<file path="src/rtl/mesh3d_pkg.sv">
package mesh3d_pkg;
  localparam int NPORTS = 7;
  typedef enum logic [2:0] {
    P_LOCAL = 3'd0,
    P_NORTH = 3'd1,
    P_EAST  = 3'd2,
    P_SOUTH = 3'd3,
    P_WEST  = 3'd4,
    P_UP    = 3'd5,
    P_DOWN  = 3'd6
  } port_e;
endpackage

</file>
<file path="src/rtl/mesh3d_fifo.sv">
module mesh3d_fifo #(
  parameter int W = 19,
  parameter int DEPTH = 4
) (
  input  logic         clk,
  input  logic         rst_n,
  input  logic         push,
  input  logic [W-1:0] wr_data,
  input  logic         pop,
  output logic         can_take,
  output logic         not_empty,
  output logic [W-1:0] rd_data
);
  localparam int AW = (DEPTH > 1) ? $clog2(DEPTH) : 1;
  localparam int CNTW = $clog2(DEPTH + 1);

  logic [W-1:0]    mem [DEPTH];
  logic [AW-1:0]   wr_ptr, rd_ptr;
  logic [CNTW-1:0] count;
  logic            do_wr, do_rd;

  assign can_take  = (count < CNTW'(DEPTH));
  assign not_empty = (count != '0);
  assign rd_data   = mem[rd_ptr];
  assign do_wr     = push && can_take;
  assign do_rd     = pop && not_empty;

  function automatic logic [AW-1:0] bump(input logic [AW-1:0] p);
    return (p == AW'(DEPTH - 1)) ? '0 : p + 1'b1;
  endfunction

  always_ff @(posedge clk or negedge rst_n) begin
    if (!rst_n) begin
      wr_ptr <= '0;
      rd_ptr <= '0;
      count  <= '0;
    end else begin
      if (do_wr) wr_ptr <= bump(wr_ptr);
      if (do_rd) rd_ptr <= bump(rd_ptr);
      case ({do_wr, do_rd})
        2'b10:   count <= count + 1'b1;
        2'b01:   count <= count - 1'b1;
        default: count <= count;
      endcase
    end
  end

  always_ff @(posedge clk) begin
    if (do_wr) mem[wr_ptr] <= wr_data;
  end

  AST_COUNT_STEP: assert property (@(posedge clk) disable iff (!rst_n)
    (push && can_take && !pop) |=> (count == $past(count) + 1'b1));
  AST_NO_OVERFLOW: assert property (@(posedge clk) disable iff (!rst_n)
    (!can_take && !pop) |=> !can_take);
  AST_HEAD_STABLE: assert property (@(posedge clk) disable iff (!rst_n)
    (not_empty && !pop) |=> $stable(rd_data));
endmodule

</file>
<file path="src/rtl/mesh3d_lookahead.sv">
module mesh3d_lookahead
  import mesh3d_pkg::*;
#(
  parameter int CW = 2,
  parameter int MY_X = 1,
  parameter int MY_Y = 1,
  parameter int MY_Z = 1
) (
  input  logic [2:0]    cur_port,
  input  logic [CW-1:0] dst_x,
  input  logic [CW-1:0] dst_y,
  input  logic [CW-1:0] dst_z,
  output logic [2:0]    next_port
);
  logic [CW:0] nx, ny, nz, tx, ty, tz;
  port_e       pick;

  assign tx = {1'b0, dst_x};
  assign ty = {1'b0, dst_y};
  assign tz = {1'b0, dst_z};

  always_comb begin
    nx = (CW+1)'(MY_X);
    ny = (CW+1)'(MY_Y);
    nz = (CW+1)'(MY_Z);
    case (cur_port)
      P_EAST:  nx = nx + 1'b1;
      P_WEST:  nx = nx - 1'b1;
      P_NORTH: ny = ny + 1'b1;
      P_SOUTH: ny = ny - 1'b1;
      P_UP:    nz = nz + 1'b1;
      P_DOWN:  nz = nz - 1'b1;
      default: ;
    endcase
  end

  always_comb begin
    if (cur_port == P_LOCAL) pick = P_LOCAL;
    else if (tx > nx)        pick = P_EAST;
    else if (tx < nx)        pick = P_WEST;
    else if (ty > ny)        pick = P_NORTH;
    else if (ty < ny)        pick = P_SOUTH;
    else if (tz > nz)        pick = P_UP;
    else if (tz < nz)        pick = P_DOWN;
    else                     pick = P_LOCAL;
  end

  assign next_port = pick;
endmodule

</file>
<file path="src/rtl/mesh3d_reqctl.sv">
module mesh3d_reqctl
  import mesh3d_pkg::*;
(
  input  logic              clk,
  input  logic              rst_n,
  input  logic              front_valid,
  input  logic              front_head,
  input  logic              front_tail,
  input  logic [2:0]        front_port,
  input  logic              grant,
  output logic              sw_req,
  output logic [NPORTS-1:0] port_req,
  output logic              out_valid,
  output logic              pop
);
  logic       active;
  logic [2:0] route;
  logic       tail_leaves;

  assign out_valid   = active && front_valid;
  assign pop         = grant && out_valid;
  assign tail_leaves = pop && front_tail;
  assign sw_req      = active;

  always_ff @(posedge clk or negedge rst_n) begin
    if (!rst_n) begin
      active <= 1'b0;
      route  <= P_LOCAL;
    end else if (active) begin
      if (tail_leaves) active <= 1'b0;
    end else if (front_valid && front_head) begin
      active <= 1'b1;
      route  <= front_port;
    end
  end

  for (genvar g = 0; g < NPORTS; g++) begin : g_req
    assign port_req[g] = active && (route == 3'(g));
  end

  AST_REQ_ONEHOT: assert property (@(posedge clk) disable iff (!rst_n)
    sw_req |-> ($countones(port_req) == 1));
  AST_REQ_HELD: assert property (@(posedge clk) disable iff (!rst_n)
    (sw_req && !tail_leaves) |=> (sw_req && $stable(port_req)));
  AST_REQ_RELEASE: assert property (@(posedge clk) disable iff (!rst_n)
    tail_leaves |=> !sw_req);
  AST_IDLE_SILENT: assert property (@(posedge clk) disable iff (!rst_n)
    !sw_req |-> (port_req == '0 && !out_valid));
endmodule

</file>
<file path="src/rtl/mesh3d_inport.sv">
module mesh3d_inport
  import mesh3d_pkg::*;
#(
  parameter int CW = 2,
  parameter int PW = 8,
  parameter int DEPTH = 4,
  parameter int MY_X = 1,
  parameter int MY_Y = 1,
  parameter int MY_Z = 1,
  localparam int FW = PW + 3*CW + 5
) (
  input  logic              clk,
  input  logic              rst_n,
  input  logic              in_valid,
  input  logic [FW-1:0]     in_flit,
  output logic              in_go,
  output logic              sw_req,
  output logic [NPORTS-1:0] port_req,
  input  logic              grant,
  output logic              out_valid,
  output logic [FW-1:0]     out_flit
);
  localparam int Z_LO  = PW;
  localparam int Y_LO  = PW + CW;
  localparam int X_LO  = PW + 2*CW;
  localparam int NP_LO = PW + 3*CW;
  localparam int TAIL  = FW - 2;
  localparam int HEAD  = FW - 1;

  logic [FW-1:0] front;
  logic          front_valid, pop;
  logic [2:0]    next_port;

  mesh3d_fifo #(.W(FW), .DEPTH(DEPTH)) u_fifo (
    .clk(clk), .rst_n(rst_n),
    .push(in_valid), .wr_data(in_flit),
    .pop(pop),
    .can_take(in_go), .not_empty(front_valid), .rd_data(front)
  );

  mesh3d_lookahead #(.CW(CW), .MY_X(MY_X), .MY_Y(MY_Y), .MY_Z(MY_Z)) u_look (
    .cur_port(front[NP_LO +: 3]),
    .dst_x(front[X_LO +: CW]), .dst_y(front[Y_LO +: CW]), .dst_z(front[Z_LO +: CW]),
    .next_port(next_port)
  );

  mesh3d_reqctl u_ctl (
    .clk(clk), .rst_n(rst_n),
    .front_valid(front_valid), .front_head(front[HEAD]), .front_tail(front[TAIL]),
    .front_port(front[NP_LO +: 3]), .grant(grant),
    .sw_req(sw_req), .port_req(port_req), .out_valid(out_valid), .pop(pop)
  );

  always_comb begin
    out_flit = front;
    if (front[HEAD]) out_flit[NP_LO +: 3] = next_port;
  end

  AST_LOCAL_STAYS: assert property (@(posedge clk) disable iff (!rst_n)
    (out_valid && front[HEAD] && front[NP_LO +: 3] == P_LOCAL)
      |-> (out_flit[NP_LO +: 3] == P_LOCAL));
  AST_BODY_INTACT: assert property (@(posedge clk) disable iff (!rst_n)
    (out_valid && !out_flit[HEAD]) |-> (out_flit[PW-1:0] == front[PW-1:0]));
endmodule

</file>
<file path="config.mk">
export PLATFORM = sky130hd
export DESIGN_NAME = mesh3d_inport
export DESIGN_NICKNAME = d
export VERILOG_FILES = /design/src/rtl/mesh3d_pkg.sv /design/src/rtl/mesh3d_fifo.sv /design/src/rtl/mesh3d_lookahead.sv /design/src/rtl/mesh3d_reqctl.sv /design/src/rtl/mesh3d_inport.sv
export SDC_FILE = /design/constraint.sdc
export NUM_CORES = 1
export LEC_CHECK = 0
export CORE_ASPECT_RATIO = 1.2
export CORE_UTILIZATION = 49
export CTS_CLUSTER_SIZE = 20
export DETAILED_ROUTE_END_ITERATION = 16
export PLACE_DENSITY_LB_ADDON = 0.25
export SYNTH_ARGS = -nofsm -noshare
export SYNTH_HDL_FRONTEND = slang
export SYNTH_SLANG_ARGS = --single-unit
export TNS_END_PERCENT = 50
</file>
<file path="constraint.sdc">
create_clock -name clk -period 2.6 [get_ports clk]
set_input_delay 0.26 -clock clk [delete_from_list [all_inputs] [get_ports clk]]
set_output_delay 0.26 -clock clk [all_outputs]
set_load 0.03 [all_outputs]
</file>
==> results_dict.tcl, run 1 <==
set metrics [dict create \
    antenna_cells 0 \
    clk_latency_ns 0.35 \
    io_pins 52 \
    outcome "complete, but fails checks" \
    multi_input_area_mm2 0.00119 \
    synth_top_area_share_pct 59.3 \
    drc 0 \
    crit_arrival_ns 2.74 \
    grt_pass1_wl_um 10300 \
    cp_top_family "multiplexers" \
    p_per_area_mw_per_mm2 1320 \
    cp_slowest_cell "mux4_2" \
    reg2reg_depth 7 \
    clock-sinks 87 \
    period_needed_ns 3.00 \
    placedCellCount 366 \
    worst_pin_slew_ns 0.537 \
    grt_pass1_vias 2070 \
    synth_compound_area_share_pct 2.89 \
    clk_pin_slew_ns 0.09 \
    synth.area.mux_share_pct 13.5 \
    synth_area_leader_cell "edfxtp_1" \
    clock-skew-final_ns 0.0130 \
    fillers 543 \
    path_depth 8 \
    initial_core_util_pct 50.3 \
    ir_drop_mv 0.997 \
    wire_per_inst_um 16.8 \
    r2r_slack_ns 0.68 \
    htree_num_levels 3 \
    violations "setup timing" \
    rr_startpoint "u_ctl.sw_req" \
    syn_inst 227 \
    grt_overflow 0 \
    maxCapViolCount 0 \
    crit_required_ns 2.34 \
    drtIter0Drc 133 \
    hold_buffers 0 \
    cp_max_fo 6 \
    syn_avg_cell_area_um2 17.0 \
    synth_top_family_by_area "multiplexers" \
    worst-setup-path-type "flop to primary output" \
    hpwl_um 4390 \
    synthFlopType "edfxtp_1" \
    synth_area_leaders "edfxtp_1 59%, dfrtp_1 7.1%, mux4_2 7.0%, mux4_1 4.8%, ha_1 3.9%" \
    slew_headroom_pct 64.1 \
    clockBufferDepth 2 \
    p_total_uw 6330 \
    final_cells 385 \
    via_per_inst 5.25 \
    setup_viol 3 \
    dieWidth_um 82.9 \
    layout_commonest_cell "edfxtp_1" \
    startpoint "u_fifo.rd_ptr[0]" \
    whs_ns 0.253 \
    ys_async_sr_fraction_pct 12.6 \
    crit_chain "mux4_2, nand3b_1, ha_4, nor2b_4, o21ai_2, a221o_1, a21oi_4, buf_6" \
    crit_buf_inv 1 \
    fin_ws_ns -0.395 \
    vias 2020 \
    first_pass_iters 4 \
    syn2layout_area_growth_pct 24.4 \
    max_stage_delay_ns 0.58 \
    cts_buffers 9 \
    gp_congestion 0.762 \
    drt-total-wl_um 6450 \
    finalSetupTns_ns -0.961 \
    cts_tree "built" \
    synth_seq_cells 87 \
    layout.nets 324 \
    synth.cell_area_mm2 0.00385 \
    yosys_warnings 0 \
    synth_xor_xnor_area_share_pct 1.14 \
    syn_nets 263 \
    clock.fmax_ghz 0.334 \
    placeableCoreArea_mm2 0.00766 \
    ys_types 34 \
    end_kind "primary output" \
    ant_nets 0 \
    rr_endpoint "u_fifo.count[2]" \
    synth_adder_area_share_pct 4.42 \
    seq_area_frac_synth_pct 66.4 \
    rows 35 \
    grt_use_total_pct 16.9 \
    antenna_found_initial 0 \
    hold_violations 0 \
    regArea_mm2 0.00256 \
    synth-edff-count 76 \
    postLayoutCoreUtil_pct 62.5 \
    min_path_type "primary input to asynchronous set/reset pin" \
    place.port_buffers 51 \
    leakage_uw 0.00175 \
    drive_gt1_share_pct 28.0 \
    grt_max_degree 20 \
    dieArea_mm2 0.00822 \
    layout_common_cells "76 x edfxtp_1, 43 x clkdlybuf4s50_1, 24 x buf_4" \
    cts_root_buffer "clkbuf_8" \
    critPathLaunchType "flop" \
    synth-simple-area-share_pct 6.14 \
    rsz0062_at_grt "true" \
    die_h_um 99.1 \
    min_period_over_period_pct 115 \
    final_max_slew_viol_count 0 \
]
Yosys cell counts (2+ instances only):
cell type and instances:
dfrtp_1 11, nor3_1 4, mux4_2 12, nand2b_1 5, o21ai_0 4, nor2b_1 4, a21oi_1 5, nand2_1 12
xnor2_1 2, inv_1 13, mux2_4 3, ha_1 12, and2_1 4, mux4_1 7, o21a_1 3, buf_2 3
xor2_1 3, nor2_1 12, buf_4 16, mux2_2 2, edfxtp_1 76, buf_6 2
worst max-delay path by stage:
stage                              end
final                     out_flit[14]
after global routing      out_flit[14]
after CTS                 out_flit[14]
after detailed placement  out_flit[14]
after global placement    out_flit[14]
after floorplan           out_flit[14]
final cells by class:
cell class	instances	area share, %
Multi-Input combinational cell	105	24.8
Timing Repair Buffer	72	13.9
Sequential cell	87	53.4
Clock buffer	11	3.16
Tap cell	92	2.40
Inverter	13	1.02
Clock inverter	5	1.33
report_power, final:
group,switching (µW),internal [µW],leakage [µW]
Sequential,143,1790,0.000819
Combinational,1780,1650,0.000821
Clock,472,505,0.000107
Total,2390,3940,0.00175
metal layers:
metal,wire (µm),vias up,track usage [%]
met1,2670,993,20.3
met3,253,9,4.56
met2,3420,50,29.3
met4,108,0,6.37
li1,-,968,-
met5,0,-,0
kinds of logic after synthesis:
kind of cell / Yosys count
flip-flops: 87
AND/OR/NAND/NOR: 46
buffers and inverters: 35
multiplexers: 24
AO/OA/AOI/OAI: 17
adder cells (fa/ha/maj): 13
XOR/XNOR: 5
per-stage QoR:
stage | area [µm²] | setup WS (ns)
after floorplan | 3880 | -0.115
after global placement | 4460 | -0.0938
after detailed placement | 4460 | -0.143
after CTS | 4750 | -0.417
after global routing | 4790 | -0.515
final | 4790 | -0.395
sequential cells by signal, indices dropped and copies added, names as in the netlist:
| name | cells |
|---|---|
| u_fifo.mem | 76 |
| u_ctl.route | 3 |
| u_fifo.count | 3 |
| u_fifo.rd_ptr | 2 |
| u_fifo.wr_ptr | 2 |
| u_ctl.sw_req | 1 |
timing repair:
item / in CTS / in global routing
pin swaps: 4 / 1
endpoints found under the setup margin: 6 / 3
hold endpoints to repair: 0 / 0
buffers inserted: 1 / 2
gates resized for setup: 18 / 3
worst reg2reg max path, stage by stage, from the launching register on:
cell	delay, ns
dfrtp_1	0.46
o311a_1	0.30
ha_1	0.21
inv_1	0.07
fa_1	0.43
xor2_1	0.15
nor2_1	0.12
xnor2_1	0.12
No activity file was read; power rests on OpenSTA's default activity.
==> run 2, diff against run 1 <==
CORE_UTILIZATION = 51   (was 49)
CTS_BUF_LIST = sky130_fd_sc_hd__clkbuf_2 sky130_fd_sc_hd__clkbuf_4 sky130_fd_sc_hd__clkbuf_8   (was unset)
==> run 2 against run 1 <==
The flow still finishes with violations (setup timing). Combinational power shrank 7.3%. Critical path depth is the same. Routed wire length increased by 2.3%. First-iteration DRC count shrank 17%. Via count is 1.2% higher. Non-clock buffer count shrank 4. Hold slack improved by 0.012 ns. Final cell count shrank 1.6%. Critical endpoint unchanged.
==> results_dict.tcl, run 2 (synthesis results as in run 1) <==
set metrics [dict create \
    outcome "complete, but fails checks" \
    violations "setup timing" \
    clock.fmax_ghz 0.337 \
    worst-setup-path-type "flop to primary output" \
    grt_pass1_wl_um 10400 \
    hpwl_um 4600 \
    clk_latency_ns 0.35 \
    p_per_area_mw_per_mm2 1280 \
    clockBufferDepth 2 \
    cts_tree "built" \
    dieArea_mm2 0.00790 \
    placeableCoreArea_mm2 0.00727 \
    reg2reg_depth 7 \
    maxCapViolCount 0 \
    io_pins 52 \
    wire_per_inst_um 17.4 \
    min_path_type "primary input to asynchronous set/reset pin" \
    gp_congestion 0.815 \
    drtIter0Drc 110 \
    grt_max_degree 20 \
    r2r_slack_ns 0.69 \
    rr_startpoint "u_ctl.sw_req" \
    ir_drop_mv 1.11 \
    grt_overflow 0 \
    largest_reg_flops 76 \
    crit_arrival_ns 2.71 \
    drt-total-wl_um 6600 \
    finalSetupTns_ns -0.955 \
    place.port_buffers 51 \
    post-place-ws_ns -0.127 \
    worst_pin_slew_ns 0.544 \
    final_max_slew_viol_count 0 \
    top_register "u_fifo.mem" \
    slew_headroom_pct 63.6 \
    grt_use_total_pct 18.6 \
    htree_num_levels 3 \
    cts_root_buffer "clkbuf_8" \
    min_period_over_period_pct 114 \
    setup_viol 3 \
    rsz0062_at_grt "true" \
    drc 0 \
    reg_top3 "u_fifo.mem x76, u_ctl.route x3, u_fifo.count x3" \
    syn2layout_area_growth_pct 22.2 \
    layout_common_cells "76 x edfxtp_1, 35 x clkdlybuf4s50_1, 20 x buf_4" \
    clock-sinks 87 \
    end_kind "primary output" \
    endpoint "out_flit[14]" \
    grt_pass1_vias 2050 \
    hold_violations 0 \
    crit_required_ns 2.34 \
    period_needed_ns 2.97 \
    cts_buffers 9 \
    fin_ws_ns -0.367 \
    rows 34 \
    placed_cell_area_mm2 0.00447 \
    antenna_found_initial 0 \
    initial_core_util_pct 52.9 \
    antenna_cells 0 \
    leakage_uw 0.00173 \
    cp_max_fo 5 \
    critPathLaunchType "flop" \
    fillers 521 \
    design_area_mm2 0.00470 \
    clk_pin_slew_ns 0.08 \
    rr_endpoint "u_fifo.count[2]" \
    drive_gt1_share_pct 24.2 \
    layout_commonest_cell "edfxtp_1" \
    die_h_um 97.2 \
    vias 2044 \
    startpoint "u_fifo.rd_ptr[0]" \
    layout.nets 320 \
    crit_chain "mux4_2, nand3b_1, ha_4, nor2b_4, o21ai_2, a221o_1, a21oi_4, buf_6" \
    dieWidth_um 81.3 \
    via_per_inst 5.39 \
    clock-skew-final_ns 0.0123 \
    cp_slowest_cell "mux4_2" \
    ant_nets 0 \
    max_stage_delay_ns 0.58 \
    first_pass_iters 4 \
]
==> run 2: cell types whose count changed in the layout (fill, tap and decap cells not counted), moves of 2 or more <==
cell,change
buf_4,-4
buf_6,-2
clkbuf_8,-2
clkdlybuf4s50_1,-8
clkinv_4,+2
dlygate4sd2_1,+8
==> run 2: routing by layer <==
metal	vias to the layer above	wire length (µm)	GRT usage, %
met5	-	0	0
met4	0	95	6.18
met3	10	295	5.26
met2	49	3500	30.4
met1	1032	2710	23.3
li1	953	-	-
==> run 2: worst max-delay path: cells and delay by family (launching register included) <==
| family | cells | cell delay (ns) |
|---|---|---|
| adders and majority gates | 1 | 0.30 |
| and+or+nand+nor | 2 | 0.38 |
| AOI/OAI and AO/OA | 3 | 0.53 |
| buffers and inverters | 1 | 0.14 |
| muxes | 1 | 0.58 |
| DFF | 1 | 0.43 |
==> run 2: worst min-delay path by stage <==
stage	end	slack, ns	cells past startpoint
after detailed placement	u_ctl.route[1]	0.53	1
after global routing	u_fifo.count[0]	0.29	1
final	u_ctl.route[1]	0.26	1
after floorplan	u_ctl.route[0]	-0.04	0
after CTS	u_fifo.count[2]	0.27	1
after global placement	u_fifo.count[1]	0.51	2
==> run 2: metrics by stage <==
step / utilization (%) / instances / hold WS, ns / power [µW]
2_1_floorplan: - / 227 / -0.0356 / 4240
3_3_place_gp: 61.4 / 363 / 0.514 / 5000
3_5_place_dp: 61.4 / 363 / 0.532 / 5060
4_1_cts: 64.2 / 379 / 0.273 / 5990
5_1_grt: 64.7 / 379 / 0.289 / 6390
6_report: 64.7 / 379 / 0.265 / 6030
==> run 2: cell type report <==
cell class | count | area, µm² | area share (%)
Multi-Input combinational cell | 105 | 1150 | 24.4
Sequential cell | 87 | 2560 | 54.4
Tap cell | 90 | 113 | 2.39
Timing Repair Buffer | 68 | 634 | 13.5
Clock buffer | 10 | 131 | 2.79
Inverter | 13 | 48.8 | 1.04
Clock inverter | 6 | 68.8 | 1.46
==> run 2: report_power, final <==
group	switching, µW	internal [µW]
Combinational	1730	1450
Clock	463	460
Sequential	142	1790
==> run 2: timing repair <==
action | CTS | global route
gates cloned | 0 | 0
resized for setup | 14 | 9
hold buffers | 0 | 0
pin swaps | 3 | 2
setup endpoints to repair | 16 | 7
setup buffers | 0 | 0
